===== src/rtl/fts_pkg.sv =====
package fts_pkg;
  typedef enum logic [1:0] {
    OP_HOLD  = 2'd0,
    OP_LOAD  = 2'd1,
    OP_DESEL = 2'd2,
    OP_STEP  = 2'd3
  } op_e;

  typedef enum logic {
    ORD_LINEAR     = 1'b0,
    ORD_INTERLEAVE = 1'b1
  } order_e;
endpackage


===== src/rtl/fts_cmd_dec.sv =====
module fts_cmd_dec
  import fts_pkg::*;
(
  input  logic stall_n_en,
  input  logic sel_a_n,
  input  logic sel_b,
  input  logic sel_c_n,
  input  logic adv_step,
  output op_e  op
);
  logic all_sel;

  assign all_sel = ~sel_a_n & sel_b & ~sel_c_n;

  always_comb begin
    if (stall_n_en)    op = OP_HOLD;
    else if (adv_step) op = OP_STEP;
    else if (all_sel)  op = OP_LOAD;
    else               op = OP_DESEL;
  end
endmodule


===== src/rtl/fts_burst_seq.sv =====
module fts_burst_seq
  import fts_pkg::*;
#(
  parameter int unsigned AW = 6
) (
  input  logic          clk,
  input  logic          rst_n,
  input  op_e           op,
  input  logic [AW-1:0] addr_in,
  input  logic          order,
  output logic [AW-1:0] cur_addr
);
  logic [AW-1:2] up_q, up_d;
  logic [1:0]    start_q, start_d;
  logic [1:0]    beat_q, beat_d;
  logic [1:0]    low;

  always_comb begin
    up_d    = up_q;
    start_d = start_q;
    beat_d  = beat_q;
    case (op)
      OP_LOAD: begin
        up_d    = addr_in[AW-1:2];
        start_d = addr_in[1:0];
        beat_d  = 2'd0;
      end
      OP_STEP: beat_d = beat_q + 2'd1;
      default: ;
    endcase
  end

  always_ff @(posedge clk or negedge rst_n) begin
    if (!rst_n) begin
      up_q    <= '0;
      start_q <= 2'd0;
      beat_q  <= 2'd0;
    end else begin
      up_q    <= up_d;
      start_q <= start_d;
      beat_q  <= beat_d;
    end
  end

  always_comb begin
    if (order_e'(order) == ORD_INTERLEAVE) low = start_q ^ beat_q;
    else                                   low = start_q + beat_q;
  end

  assign cur_addr = {up_q, low};

  AST_LOAD_ADDR: assert property (@(posedge clk) disable iff (!rst_n)
    (op == OP_LOAD) |=> (beat_q == 2'd0 && cur_addr == $past(addr_in)));
  AST_STALL_POS: assert property (@(posedge clk) disable iff (!rst_n)
    (op == OP_HOLD) |=> ($stable(beat_q) && $stable(start_q) && $stable(up_q)));
  AST_UPPER_HOLD: assert property (@(posedge clk) disable iff (!rst_n)
    (op == OP_STEP) |=> $stable(up_q));
endmodule


===== src/rtl/fts_store.sv =====
module fts_store #(
  parameter int unsigned AW = 6,
  parameter int unsigned NB = 4,
  parameter int unsigned BW = 8
) (
  input  logic             clk,
  input  logic             wr_en,
  input  logic [NB-1:0]    wr_lane,
  input  logic [AW-1:0]    wr_addr,
  input  logic [NB*BW-1:0] wr_data,
  input  logic [AW-1:0]    rd_addr,
  output logic [NB*BW-1:0] rd_data
);
  localparam int unsigned DEPTH = 1 << AW;

  for (genvar g = 0; g < NB; g++) begin : g_lane
    logic [BW-1:0] lane_mem [DEPTH];

    always_ff @(posedge clk) begin
      if (wr_en && wr_lane[g]) lane_mem[wr_addr] <= wr_data[g*BW +: BW];
    end

    assign rd_data[g*BW +: BW] = lane_mem[rd_addr];
  end
endmodule


===== src/rtl/fts_sram.sv =====
module fts_sram
  import fts_pkg::*;
#(
  parameter int unsigned AW = 6,
  parameter int unsigned NB = 4,
  parameter int unsigned BW = 8
) (
  input  logic             clk,
  input  logic             rst_n,
  input  logic             stall_n_en,
  input  logic             sel_a_n,
  input  logic             sel_b,
  input  logic             sel_c_n,
  input  logic             adv_step,
  input  logic             we_n,
  input  logic             burst_ord,
  input  logic [AW-1:0]    addr,
  input  logic [NB-1:0]    byte_we_n,
  input  logic [NB*BW-1:0] din,
  input  logic             oe_n,
  output logic [NB*BW-1:0] dout,
  output logic             dout_vld
);
  localparam int unsigned DW = NB * BW;

  op_e           op;
  logic          act_q, act_d;
  logic          wr_q, wr_d;
  logic          wr_fire;
  logic [AW-1:0] cur_addr;
  logic [DW-1:0] rd_data;

  fts_cmd_dec u_dec (
    .stall_n_en (stall_n_en),
    .sel_a_n    (sel_a_n),
    .sel_b      (sel_b),
    .sel_c_n    (sel_c_n),
    .adv_step   (adv_step),
    .op         (op)
  );

  fts_burst_seq #(.AW(AW)) u_seq (
    .clk      (clk),
    .rst_n    (rst_n),
    .op       (op),
    .addr_in  (addr),
    .order    (burst_ord),
    .cur_addr (cur_addr)
  );

  always_comb begin
    act_d = act_q;
    wr_d  = wr_q;
    case (op)
      OP_LOAD: begin
        act_d = 1'b1;
        wr_d  = ~we_n;
      end
      OP_DESEL: begin
        act_d = 1'b0;
        wr_d  = 1'b0;
      end
      default: ;
    endcase
  end

  always_ff @(posedge clk or negedge rst_n) begin
    if (!rst_n) begin
      act_q <= 1'b0;
      wr_q  <= 1'b0;
    end else begin
      act_q <= act_d;
      wr_q  <= wr_d;
    end
  end

  assign wr_fire = (op != OP_HOLD) && act_q && wr_q;

  fts_store #(.AW(AW), .NB(NB), .BW(BW)) u_store (
    .clk     (clk),
    .wr_en   (wr_fire),
    .wr_lane (~byte_we_n),
    .wr_addr (cur_addr),
    .wr_data (din),
    .rd_addr (cur_addr),
    .rd_data (rd_data)
  );

  assign dout     = rd_data;
  assign dout_vld = act_q & ~wr_q & ~oe_n;

  AST_STALL_STATE: assert property (@(posedge clk) disable iff (!rst_n)
    (op == OP_HOLD) |=> ($stable(act_q) && $stable(wr_q)));
  AST_DESEL_QUIET: assert property (@(posedge clk) disable iff (!rst_n)
    (op == OP_DESEL) |=> !dout_vld);
  AST_WRITE_QUIET: assert property (@(posedge clk) disable iff (!rst_n)
    (op == OP_LOAD && !we_n) |=> !dout_vld);
  AST_STEP_TYPE: assert property (@(posedge clk) disable iff (!rst_n)
    (op == OP_STEP) |=> $stable(wr_q));
  AST_IDLE_STEP: assert property (@(posedge clk) disable iff (!rst_n)
    (op == OP_STEP && !act_q) |=> (!act_q && !dout_vld));
endmodule


===== config.mk =====
export PLATFORM = sky130hd
export DESIGN_NAME = fts_sram
export DESIGN_NICKNAME = d
export VERILOG_FILES = /design/src/rtl/fts_pkg.sv /design/src/rtl/fts_cmd_dec.sv /design/src/rtl/fts_burst_seq.sv /design/src/rtl/fts_store.sv /design/src/rtl/fts_sram.sv
export SDC_FILE = /design/constraint.sdc
export NUM_CORES = 2
export LEC_CHECK = 0
export BUFFER_PORTS_ARGS = -buffer_cell sky130_fd_sc_hd__buf_2
export CAP_MARGIN = 15
export CORE_MARGIN = 2
export CORE_UTILIZATION = 43
export DETAILED_ROUTE_END_ITERATION = 8
export PLACE_DENSITY = 0.65
export SYNTH_ARGS = -nofsm -noshare
export SYNTH_HDL_FRONTEND = slang
export SYNTH_SLANG_ARGS = --single-unit

===== constraint.sdc =====
create_clock -name clk -period 3 [get_ports clk]
set_input_delay 0.15 -clock clk [delete_from_list [all_inputs] [get_ports clk]]
set_output_delay 0.15 -clock clk [all_outputs]
set_load 0.005 [all_outputs]

==> summary.md <==
| Metric | Value |
|---|---|
| Outcome | `complete, but fails checks` |
| Failing checks | `negative setup slack` |
| Total of max-cap violations | `0` |
| Final hold vios | `0` |
| Synth area leader | `edfxtp_1` |
| Syn. warnings | `0` |
| Nets@finish | `5207` |
| Synth Area per Inst | `18.66 um^2` |
| Slew headroom | `0.2482` |
| Arrival time of the worst setup path | `roughly 3.8 ns` |
| Switching Share | `0.3049` |
| DIE AREA | `191800 um^2` |
| Clk sinks | `2058` |
| Drt total wl | `between 200000 and 250000 um` |
| Reg2Reg Launch Point | `u_seq.beat_q[0]` |
| Hold Crit Class | `primary input to flip-flop` |
| Synth top area share | `0.7596` |
| Post-synth top flop | `edfxtp_1` |
| Peak VDD IR | `roughly 0.80 mV` |
| Hold Path Origin | `din[0]` |
| Post-synthesis sequential area ratio | `0.7627` |
| # rows | `159` |
| Gp weighted congestion | `0.8855` |
| Reported leakage power | `32.42 nW` |
| Power Density | `roughly 870 nW/um^2` |
| Slew Viols, Final | `0` |
| CP startpoint kind | `flip-flop` |
| Final ANT Viol Nets | `0` |
| Post-synthesis register bit count | `2058` |
| Flop pwr share | `0.367` |
| DP Wirelength | `145200 um` |
| Clock-pin slew on the worst setup and hold paths | `0.06 ns` |
| Synthesis-to-finish area growth | `22.42%` |
| Drt wl/cell | `approximately 29 um` |
| Clock Skew | `0.04982 ns` |
| Grt ovf | `0` |
| Largest net degree at the start of global routing | `75` |
| Number of setup violations in the final report | `39` |
| Setup Crit Path Kind | `flip-flop to output pin` |
| Htree depth | `4` |
| IO buf count | `84` |
| Vias | `around 47k` |
| Crit share post-route | `1.330` |
| Tmin final | `approximately 4.0 ns` |
| Slew @ Worst Pin | `1.128 ns` |
| Die span in x | `437.9 um` |
| Count leader, synth | `edfxtp_1` |
| Reg2reg path depth | `13` |
| Fill cells | `about 15k` |
| Vias in the first global route | `about 46k` |
| Root Buffer | `clkbuf_16` |
| Area contributors post-synth | `edfxtp_1, mux4_2, nand2_1` |
| Switch Pwr | `26.32 mW` |
| CTS Buf Count | `203` |
| Routed vias/inst | `about 6.0` |
| Share of layout cells above drive strength 1 | `0.3316` |
| Max clock buf depth | `3` |
| Hold path cells | `1` |
| Die Span Y | `437.9 um` |
| Num ports | `between 80 and 90` |
| Area occupied by multi-input gates | `about 19000 um^2` |
| Cell count after placement | `between 7k and 8k` |
| Syn Std Cell Area | `80960 um^2` |
| Remaining DRCs | `0` |
| Post-Place Worst Slack | `-0.5399 ns` |
| Post-synth top cells | `edfxtp_1, mux4_2, nand2_1` |
| Max frequency | `approximately 0.25 GHz` |
| RSZ-0062 raised after global routing | `yes` |
| Core box area | `roughly 190000 um^2` |
| Clock share of power | `0.292` |
| Clk_lat worst skew | `0.87 ns` |
| Initial antenna violation count | `9` |
| Synth unique cells | `between 50 and 60` |
| Worst reg2reg path endpoint | `u_store.g_lane[0].lane_mem[19][4]` |
| Worst setup EP type | `output pin` |
| Setup ws final | `-0.9896 ns` |
| Effective utilization at floorplan | `0.4320` |
| Logic pwr share | `0.340` |
| Internal cell power | `60.02 mW` |
| Worst EP required | `2.85 ns` |
| Critical-path maximum fanout | `7` |
| Register area | `61750 um^2` |
| Global-route wire length before repair | `325000 um` |
| Reg2reg setup slack | `-0.01 ns` |
| CTS tree | `done` |
| Ys async rst share | `0.004859` |
| EDFF count, synth | `2048` |
| Total Routing Usage GR | `0.2335` |
| Syn Inst Count | `4339` |
| Finished Layout Cells | `7824` |
| Hold Path End | `u_store.g_lane[0].lane_mem[6][0]` |
| Synth Net Count | `4392` |
| DR iter-0 viols | `6715` |
| Drt pass-1 iters | `8` |
-- layout by cell type, fill, tap and decap left out, types with 41 or more instances in the layout --
master and count:
edfxtp_1 2048, buf_4 609, mux4_2 409, nand2_1 362, nor2_1 248, clkbuf_16 214
a22oi_1 82, buf_2 82, buf_12 82, a21oi_1 76, o22ai_1 73, nor3_1 70
o21ai_0 66, nand3_1 66, o221ai_1 64, and3_1 59, dlygate4sd3_1 54, clkinv_1 49
clkbuf_1 41
-- power groups by stage --
stage | Clock, mW | Sequential [mW] | Combinational [mW]
finish | 25.3 | 31.7 | 29.4
global route | 26.7 | 31.7 | 30.7
CTS | 25.6 | 31.7 | 27.6
detailed placement | 0 | 32.3 | 24.5
global placement | 0 | 32.3 | 24.3
floorplan | 0 | 32.3 | 14.4
-- worst max-delay path, cell delays in order (launching register included) --
cell       delay (ns)
dfrtp_1          0.41
ha_4             0.31
buf_12           0.16
buf_12           0.15
bufbuf_16        0.30
mux4_2           0.53
mux2i_2          0.18
o22ai_2          0.13
a21oi_1          0.15
and4_4           0.27
nand4_1          0.18
buf_2            0.19
-- timing repair --
item,CTS,global route
buffers inserted,32,57
hold endpoints to repair,579,626
setup endpoints to repair,344,220
pin swaps,33,36
hold buffers,42,12
cloned,11,11
resized for setup,199,109
-- cells by family after synthesis --
family                     Yosys count  share of synthesized area
AOI/OAI and AO/OA                  541                    0.04412
xor gates and xnor gates             5                   0.001097
adders and majority gates            1                  0.0001545
buffers and inverters              286                    0.01584
DFF                               2058                     0.7627
muxes                              487                     0.1236
and+or+nand+nor                    961                    0.05253
-- registers in the layout, summed over array words and instances (netlist names) --
signal                   cells
act_q                        1
u_seq.beat_q                 2
u_seq.start_q                2
u_seq.up_q                   4
u_store.g_lane.lane_mem   2048
wr_q                         1
-- layer usage --
metal / GRT usage / part of all wire
met3: 0.04218 / 0.091
met2: 0.3646 / 0.47
met1: 0.3238 / 0.39
met5: 0 / 0.00018
met4: 0.1012 / 0.046
-- area by class of cell --
class | count | area share
antenna | 4 | 0.0001010
clock buffer | 244 | 0.05281
clock inverter | 132 | 0.01424
inverter | 3 | 0.0001389
multi-input combinational | 1995 | 0.1926
sequential | 2058 | 0.6231
tap | 2495 | 0.03150
timing repair buffer | 893 | 0.08559
-- through the flow --
| stage | power [mW] | area, um^2 | TNS (ns) | utilization | hold slack (ns) |
|---|---|---|---|---|---|
| finish | 86.34 | 99110 | -29.03 | 0.5289 | 0.04738 |
| global route | 89.07 | 99110 | -32.07 | 0.5288 | 0.04725 |
| CTS | 84.87 | 97600 | -30.58 | 0.5208 | 0.009982 |
| detailed placement | 56.84 | 89020 | -26.44 | 0.4750 | 0.07208 |
| global placement | 56.65 | 89020 | -18.94 | 0.4750 | 0.07328 |
| floorplan | 46.66 | 80960 | 0 | - | -0.1456 |
-- worst max path at each step --
| stage | from | endpoint | slack, ns | depth (start not counted) |
|---|---|---|---|---|
| 5_1_grt | u_seq.beat_q[0] | dout[23] | -1.09 | 11 |
| 3_5_place_dp | u_seq.beat_q[0] | dout[12] | -0.54 | 12 |
| 6_report | u_seq.beat_q[0] | dout[19] | -0.99 | 11 |
| 4_1_cts | u_seq.beat_q[0] | dout[26] | -1.03 | 11 |
| 3_3_place_gp | u_seq.beat_q[0] | dout[12] | -0.51 | 12 |
| 2_1_floorplan | u_seq.beat_q[0] | u_store.g_lane[2].lane_mem[7][0] | 0.02 | 10 |
Power figures use the tool's default switching activity.
